File: config.mk
export PLATFORM = sky130hd
export DESIGN_NAME = lpclk_ctrl
export DESIGN_NICKNAME = d
export VERILOG_FILES = /design/src/rtl/lpclk_pkg.sv /design/src/rtl/lpclk_wake_sel.sv /design/src/rtl/lpclk_stab_timer.sv /design/src/rtl/lpclk_en_decode.sv /design/src/rtl/lpclk_ctrl.sv
export SDC_FILE = /design/constraint.sdc
export NUM_CORES = 1
export LEC_CHECK = 0
export BUFFER_PORTS_ARGS = -buffer_cell sky130_fd_sc_hd__buf_2
export CAP_MARGIN = 20
export CORE_MARGIN = 3
export CORE_UTILIZATION = 51
export DETAILED_ROUTE_END_ITERATION = 6
export GPL_TIMING_DRIVEN = 1
export PLACE_DENSITY = 0.8
export SYNTH_ARGS = -nofsm -noshare
export SYNTH_HDL_FRONTEND = slang
export SYNTH_HIERARCHICAL = 1
export SYNTH_SLANG_ARGS = --single-unit
File: constraint.sdc
create_clock -name clk -period 2.9 [get_ports clk]
set_input_delay 0.435 -clock clk [delete_from_list [all_inputs] [get_ports clk]]
set_output_delay 0.435 -clock clk [all_outputs]
set_load 0.01 [all_outputs]
File: src/rtl/lpclk_pkg.sv
package lpclk_pkg;
   typedef enum logic [1:0] {
      ST_RUN   = 2'd0,
      ST_SLEEP = 2'd1,
      ST_HALT  = 2'd2,
      ST_STAB  = 2'd3
   } lpc_state_t;

   typedef struct packed {
      logic osc_hs;
      logic osc_ls;
      logic cpu;
      logic pclk;
      logic lsp;
   } lpc_en_t;

   localparam int unsigned NUM_WAKE = 4;
   localparam logic [1:0] MODE_NONE  = 2'd0;
   localparam logic [1:0] MODE_SLEEP = 2'd1;
   localparam logic [1:0] MODE_HALT  = 2'd2;
endpackage

File: src/rtl/lpclk_wake_sel.sv
module lpclk_wake_sel #(
   parameter int unsigned NCLS = 4,
   localparam int unsigned CW = (NCLS > 1) ? $clog2(NCLS) : 1
) (
   input  logic [NCLS-1:0] irq,
   input  logic [NCLS-1:0] accept,
   output logic            hit,
   output logic [CW-1:0]   cls
);
   logic [NCLS-1:0] masked;

   for (genvar g = 0; g < NCLS; g++) begin : g_mask
      assign masked[g] = irq[g] & accept[g];
   end

   assign hit = |masked;

   // lowest index wins
   always_comb begin
      cls = '0;
      for (int i = NCLS - 1; i >= 0; i--) begin
         if (masked[i]) cls = CW'(i);
      end
   end
endmodule

File: src/rtl/lpclk_stab_timer.sv
module lpclk_stab_timer #(
   parameter int unsigned W = 8
) (
   input  logic         clk,
   input  logic         rst_n,
   input  logic         load,
   input  logic [W-1:0] val,
   output logic         done
);
   logic [W-1:0] cnt;

   always_ff @(posedge clk or negedge rst_n) begin
      if (!rst_n)          cnt <= '0;
      else if (load)       cnt <= val;
      else if (cnt != '0)  cnt <= cnt - 1'b1;
   end

   assign done = (cnt == '0);
endmodule

File: src/rtl/lpclk_en_decode.sv
module lpclk_en_decode
   import lpclk_pkg::*;
#(
   parameter bit RTC_IN_SLEEP = 1'b1
) (
   input  lpc_state_t st,
   input  logic       snap_rtc,
   input  logic       snap_pclk,
   input  logic       snap_lsp,
   output lpc_en_t    en
);
   logic sleep_ls;

   if (RTC_IN_SLEEP) begin : g_rtc_keep
      assign sleep_ls = snap_rtc;
   end else begin : g_rtc_off
      assign sleep_ls = 1'b0;
   end

   always_comb begin
      unique case (st)
         ST_RUN:   en = '{osc_hs: 1'b1, osc_ls: 1'b1, cpu: 1'b1, pclk: 1'b1, lsp: 1'b1};
         ST_SLEEP: en = '{osc_hs: 1'b0, osc_ls: sleep_ls, cpu: 1'b0, pclk: 1'b0, lsp: 1'b0};
         ST_HALT:  en = '{osc_hs: snap_pclk, osc_ls: 1'b1, cpu: 1'b0, pclk: snap_pclk, lsp: snap_lsp};
         default:  en = '{osc_hs: 1'b1, osc_ls: 1'b1, cpu: 1'b0, pclk: 1'b0, lsp: 1'b1};
      endcase
   end
endmodule

File: src/rtl/lpclk_ctrl.sv
module lpclk_ctrl
   import lpclk_pkg::*;
#(
   parameter int unsigned STAB_W       = 8,
   parameter bit          RTC_IN_SLEEP = 1'b1
) (
   input  logic              clk,
   input  logic              rst_n,
   input  logic              gate_ok,
   input  logic              req_sleep,
   input  logic              req_halt,
   input  logic              cfg_rtc_keep,
   input  logic              cfg_pclk_halt,
   input  logic              cfg_lsp_halt,
   input  logic              cfg_gear_low,
   input  logic [STAB_W-1:0] cfg_stab_cnt,
   input  logic              irq_port,
   input  logic              irq_rtc,
   input  logic              irq_lsp,
   input  logic              irq_pclk,
   output logic              en_osc_hs,
   output logic              en_osc_ls,
   output logic              en_cpu,
   output logic              en_pclk,
   output logic              en_lsp,
   output logic              cpu_div_sel,
   output logic [1:0]        stat_mode,
   output logic [1:0]        stat_wake
);
   localparam int unsigned CW = $clog2(NUM_WAKE);

   if (STAB_W < 1 || STAB_W > 24) begin : g_bad_stab_w
      $error("lpclk_ctrl: STAB_W out of range 1..24");
   end
   if (CW != 2) begin : g_bad_cls
      $error("lpclk_ctrl: status field needs four wake classes");
   end

   lpc_state_t st, st_nxt;
   lpc_en_t    en;
   logic       snap_rtc, snap_pclk, snap_lsp, gear;
   logic       hit, stab_done, stab_load, wake_take, standby;
   logic [CW-1:0] cls;
   logic [NUM_WAKE-1:0] irq_vec, acc_vec;

   lpclk_en_decode #(.RTC_IN_SLEEP(RTC_IN_SLEEP)) u_dec (
      .st(st), .snap_rtc(snap_rtc), .snap_pclk(snap_pclk), .snap_lsp(snap_lsp), .en(en)
   );

   assign standby = (st == ST_SLEEP) || (st == ST_HALT);
   assign irq_vec = {irq_pclk, irq_lsp, irq_rtc, irq_port};
   assign acc_vec = {en.pclk, en.lsp, en.osc_ls, 1'b1} & {NUM_WAKE{standby}};

   lpclk_wake_sel #(.NCLS(NUM_WAKE)) u_wsel (
      .irq(irq_vec), .accept(acc_vec), .hit(hit), .cls(cls)
   );

   lpclk_stab_timer #(.W(STAB_W)) u_stab (
      .clk(clk), .rst_n(rst_n), .load(stab_load), .val(cfg_stab_cnt), .done(stab_done)
   );

   assign wake_take = standby && gate_ok && hit;

   always_comb begin
      st_nxt    = st;
      stab_load = 1'b0;
      unique case (st)
         ST_RUN: begin
            if (gate_ok && req_sleep)     st_nxt = ST_SLEEP;
            else if (gate_ok && req_halt) st_nxt = ST_HALT;
         end
         ST_SLEEP: begin
            if (wake_take) begin
               st_nxt    = ST_STAB;
               stab_load = 1'b1;
            end
         end
         ST_HALT: begin
            if (wake_take) begin
               if (snap_pclk) st_nxt = ST_RUN;
               else begin
                  st_nxt    = ST_STAB;
                  stab_load = 1'b1;
               end
            end
         end
         default: begin
            if (gate_ok && stab_done) st_nxt = ST_RUN;
         end
      endcase
   end

   always_ff @(posedge clk or negedge rst_n) begin
      if (!rst_n) begin
         st        <= ST_RUN;
         snap_rtc  <= 1'b0;
         snap_pclk <= 1'b0;
         snap_lsp  <= 1'b0;
         gear      <= 1'b0;
         stat_mode <= MODE_NONE;
         stat_wake <= '0;
      end else begin
         st <= st_nxt;
         if (st == ST_RUN && gate_ok) begin
            gear <= cfg_gear_low;
            if (req_sleep) begin
               snap_rtc  <= cfg_rtc_keep;
               stat_mode <= MODE_SLEEP;
            end else if (req_halt) begin
               snap_pclk <= cfg_pclk_halt;
               snap_lsp  <= cfg_lsp_halt;
               stat_mode <= MODE_HALT;
            end
         end
         if (wake_take) stat_wake <= cls;
      end
   end

   assign en_osc_hs   = en.osc_hs;
   assign en_osc_ls   = en.osc_ls;
   assign en_cpu      = en.cpu;
   assign en_pclk     = en.pclk;
   assign en_lsp      = en.lsp;
   assign cpu_div_sel = gear;
endmodule

; ---- Word level (Yosys, flattened, before mapping)
; Cells that the tools add are included.
[totals]
register_bits = 18
output_inout_bits = 10
elab_cells = 58
[op_classes]
bitwise = 6
n_mux = 20
n_reduce_logical = 18
n_eq_ne = 5
add_sub_neg = 1
[ops]
columns = cell, n
row1 = $mux 2, 12
row2 = $mux 8, 2
row3 = $pmux 5 s3, 1
row4 = $logic_not 8->1, 1
row5 = $reduce_bool 8->1, 1
row6 = $sub 8x1->8 const B, 1
row7 = $logic_and 1x1->1, 6
row8 = $pmux 2 s3, 1
row9 = $and 1x1->1, 4
row10 = $and 4x4->4, 1
row11 = $ne 2x2->1 const B, 2
row12 = $reduce_and 2->1, 2
row13 = $reduce_and 4->1, 1
row14 = $reduce_bool 2->1, 2
row15 = $reduce_bool 4->1, 1
row16 = $reduce_or 4->1, 1
row17 = $mux 1, 3
row18 = $ne 3x3->1 const B, 1
row19 = $reduce_and 3->1, 1
row20 = $eq 2x1->1 const B, 1
row21 = $eq 2x2->1 const B, 1
row22 = $logic_not 2->1, 1
row23 = $pmux 1 s2, 1
row24 = $logic_or 1x1->1, 1
row25 = $not 1->1, 1

; ---- Logic depth before layout (Yosys ltp)
[logic_depth]
word_depth = 9
ltp_mapped = 10

; ---- Hierarchy
; The synthesis kept the hierarchy.
[modules_own_cells]
columns = module, area_per_inst_um2, instances, seq_area_each_um2, cells_each
row1 = lpclk_ctrl, 529.3, 1, 250.2, 50
row2 = lpclk_stab_timer, 476.7, 1, 200.2, 54
row3 = lpclk_en_decode, 53.8, 1, 0.0, 8
row4 = lpclk_wake_sel, 47.5, 1, 0.0, 7

; ---- Least setup slack after synthesis
; Ideal clock, no wire load.
[synth_path]
kind = reg2reg
start = register st[0]
end = register u_stab.cnt[1]
setup_slack_ns = 0.690
setup_time_ns = 0.095
t_arrival_ns = 2.114
path_buffers = 1
required_time_ns = 2.805
stages_incl_launch_ff = 10
path_cell_list = dfrtp_1 inv_1 ha_1 and2_1 a22oi_1 nand2_1 nand3_1 nor2_1 dlygate4sd1_1 o31ai_1
[synth_between]
elab_chain_cells = 9
[synth_lines]
columns = item, line_no
row1 = "start, declared", lpclk_ctrl.sv:39  ; lpc_state_t st, st_nxt;
row2 = "start signal, assigned", lpclk_ctrl.sv:103  ; st <= st_nxt;
row3 = $eq 2x1->1 or $eq 2x2->1 (tied branches), lpclk_ctrl.sv:50  ; assign standby = (st == ST_SLEEP) || (st == ST_HALT);
row4 = $logic_or 1x1->1 *, lpclk_ctrl.sv:50
row5 = $and 4x4->4 *, lpclk_ctrl.sv:52  ; assign acc_vec = {en.pclk, en.lsp, en.osc_ls, 1'b1} & {NUM_WAKE{standby}};
row6 = net acc_vec[0], lpclk_ctrl.sv:44  ; logic [NUM_WAKE-1:0] irq_vec, acc_vec;
row7 = $and 1x1->1 *, lpclk_wake_sel.sv:13  ; assign masked[g] = irq[g] & accept[g];
row8 = $reduce_or 4->1 *, lpclk_wake_sel.sv:16  ; assign hit = |masked;
row9 = net hit, lpclk_ctrl.sv:42  ; logic hit, stab_done, stab_load, wake_take, standby;
row10 = $logic_and 1x1->1 *, lpclk_ctrl.sv:62  ; assign wake_take = standby && gate_ok && hit;
row11 = "$mux 1, on equally long branches", "lpclk_ctrl.sv:79, lpclk_ctrl.sv:73"
row12 = $pmux 1 s2 *, lpclk_ctrl.sv:67  ; unique case (st)
row13 = net stab_load, lpclk_ctrl.sv:42
row14 = $mux 8 or $reduce_bool 2->1 (tied branches), -
row15 = "end signal, assigned", lpclk_stab_timer.sv:14  ; else if (load) cnt <= val;
row16 = "end signal, assigned", lpclk_stab_timer.sv:15  ; else if (cnt != '0) cnt <= cnt - 1'b1;
row17 = "end, declared", lpclk_stab_timer.sv:10  ; logic [W-1:0] cnt;
; Mark *: on every way through the listed nets, which the timed path passes. The rest lies on a longest branch.
; A chain may end at the register's enable or synchronous reset.

; ---- Worst setup path after layout
[layout_path]
start = register st[0]
end = register u_stab.cnt[5]
; The elaborated chain is that of the path after synthesis.

==> impl_results.md <==
* Synthesis Warnings at 6
* Clock sinks at 18
* Diodes inserted at 0
* Worst Tran Pin Value at 0.565 ns
* Post-synth top flop: dfrtp_1
* DR WL/cell at 14.1 um
* 1st-iter DRT viols at 26
* CTS Hold Bufs at 0
* Port-buffer cells at 30
* Gr usage total at 20.6%
* Final worst path period need at 2.55 ns
* Overflow after GRT at 0
* Post-Synthesis Cells at 119
* Clock Skew at 0.00156 ns
* Effective utilization at floorplan at 55.3%
* Filler cells at 176
* Resize count post-CTS at 0
* Final TNS setup at 0 ns
* Die W at 52.6 um
* Fin. Hold Viols at 0
* Largest net degree at the start of global routing at 19
* Max Fanout on Critical Path at 8
* CTS root buf: clkbuf_4
* Mapped Avg Cell Area at 9.31 sq um
* Area contributors post-synth: dfrtp_1 (41%), ha_1 (5.6%), mux2_2 (5.1%)
* DRC Markers at 0
* Die area at 0.00277 sq mm
* Std-Cell Core Area at 0.00200 sq mm
* Critical Path RT at 3.09 ns
* Row cnt at 16
* Startpoint types: flip-flop
* Initial antenna violation count at 0
* Crit. End Element: flip-flop
* HP Class: input pin to asynchronous set/reset pin
* Drt pass-1 iters at 4
* Clk buf depth at 2
* CTS buffer count at 3
* Adder-Cell Fraction of Synth Area at 5.65%
* Post-synth top area share at 40.7%
* # setup viols final at 0
* IO Count at 31
* Routability cong. at 0.855
* Final period util at 88.0%
* Post-synth top cells: dfrtp_1 (18), nand2_1 (13), nor2_1 (9), a21oi_1 (8), inv_1 (8)
* Share of layout cells above drive strength 1 at 30.3%
* Number of global-route vias before repair at 948
* Synthesis-to-layout area growth at 19.3%
* Post-synthesis mux area share at 7.12%
* CTS H-tree depth at 1
* Setup CP Type: flip-flop to flip-flop
* Maxcap violations at 0
* Vias/cell at 5.71
* Worst-path clk slew at 0.10 ns
* Max-slew violation count at 0
* Setup Buffers After CTS at 0
* Final WL at 2520 um
* Rel. slew slack at 62.0%
* Worst-Skew Late Latency at 0.29 ns
* Unique masters post-synth at 42
* CTS tree: done
* Design Area, Final at 0.00132 sq mm
* Number of synthesized flops with an enable pin at 0
* Die height at 52.6 um
* P_leak at 0.601 nW
* Vias at 1,022
* Power per cell area at 1120 mW/mm^2
* Post-Syn Area at 0.00111 sq mm
* First-pass GRT wire length at 4160 um
* Sequential-to-total area share from yosys stat at 40.7%
* Area leader, netlist: dfrtp_1
* Largest family of logic cells by synthesized area: simple AND/OR/NAND/NOR gates
* Top-count cell post-synth: dfrtp_1
* Post-detailed-route count of antenna-violating nets at 0
* Detailed placer's ending HPWL at 2030 um
* #FFs+latches synth at 18
* RSZ-0062 raised after global routing: no
* Post-DP Area at 0.00128 sq mm
* Synth Area in Compound Gates at 20.2%
* Post-synthesis xor/xnor area fraction at 0.791%
* Achievable Freq at 392 MHz
* Crit path DAT at 2.74 ns
* NumNets Final at 179
* Post-Syn Nets at 145
* Worst VDD drop at 673 uV
* Synth Area in Simple Gates at 21.6%
* Asr flop ratio synth at 100%
* Status: finished clean
## final timing paths
check / from / to / slack [ns] / depth (start not counted)
max: st[0] / u_stab/cnt[5] / 0.35 / 9
min in group clk: cfg_stab_cnt[6] / u_stab/cnt[6] / 0.35 / 3
max reg2reg: st[0] / u_stab/cnt[5] / 0.35 / 9
min reg2reg: stat_mode[0] / stat_mode[0] / 0.49 / 2
max in group asynchronous: rst_n / u_stab/cnt[6] / 2.57 / 1
min: rst_n / snap_pclk / 0.05 / 1
## through the flow
| step | hold WS, ns | cells | power [mW] | setup slack (ns) | utilization (%) |
|---|---|---|---|---|---|
| 2_1_floorplan | 0.139 | 119 | 1.09 | 0.690 | - |
| 3_3_place_gp | 0.390 | 175 | 1.28 | 0.543 | 64.2 |
| 3_5_place_dp | 0.384 | 175 | 1.33 | 0.341 | 64.2 |
| 4_1_cts | 0.0580 | 179 | 1.48 | 0.313 | 66.0 |
| 5_1_grt | 0.0539 | 179 | 1.61 | 0.0374 | 66.0 |
| 6_report | 0.0529 | 179 | 1.47 | 0.349 | 66.0 |
## layout by cell type, fill, tap and decap left out, types with 5 or more instances in the layout
master	count
dfrtp_1	18
nand2_1	13
buf_2	30
nor2_1	9
inv_1	8
ha_1	5
a21oi_1	8
nand3_1	5
mux2_2	5
## routing by layer
metal	GRT usage [%]	wire, um	vias to the layer above
met5	0	0	-
met2	37.6	1370	33
met3	4.27	132	2
met1	24.1	1000	492
li1	-	-	495
met4	5.11	12	0
## where the power goes
group          internal (mW)  total, mW  switching, mW  leakage, nW
sequential             0.379      0.524          0.146        0.216
clock                 0.0764      0.153         0.0762       0.0210
combinational          0.384      0.798          0.414        0.363
total                  0.839       1.47          0.636        0.601
## final cells by class
type	count	area [sq um]	area share (%)
Multi-Input combinational cell	91	613	46.4
Sequential cell	18	450	34.1
Timing Repair Buffer	31	158	11.9
Clock buffer	4	36.3	2.75
Tap cell	27	33.8	2.56
Inverter	8	30.0	2.27
## sequential cells by signal, summed over array words and instances, names as in the netlist
| register | flops |
|---|---|
| cpu_div_sel | 1 |
| snap_lsp | 1 |
| snap_pclk | 1 |
| snap_rtc | 1 |
| st | 2 |
| stat_mode | 2 |
| stat_wake | 2 |
| u_stab/cnt | 8 |
## critical path, cell delays in order, from the launching register on
cell and delay (ns):
dfrtp_1 0.52, inv_1 0.11, ha_1 0.39, and2_1 0.18
a22oi_1 0.10, nand2_1 0.08, nand3_1 0.17, nor2_1 0.40
inv_1 0.19, a221oi_1 0.30
## cell families (layout without fill, tap and decap cells)
kind of cell | after synthesis | after routing
mux | 7 | 7
compound gates | 32 | 32
simple gates | 46 | 46
xor+xnor | 1 | 1
buf+inv | 10 | 43
flops | 18 | 18
fa+ha+maj | 5 | 5
No activity file was read; power rests on OpenSTA's default activity.
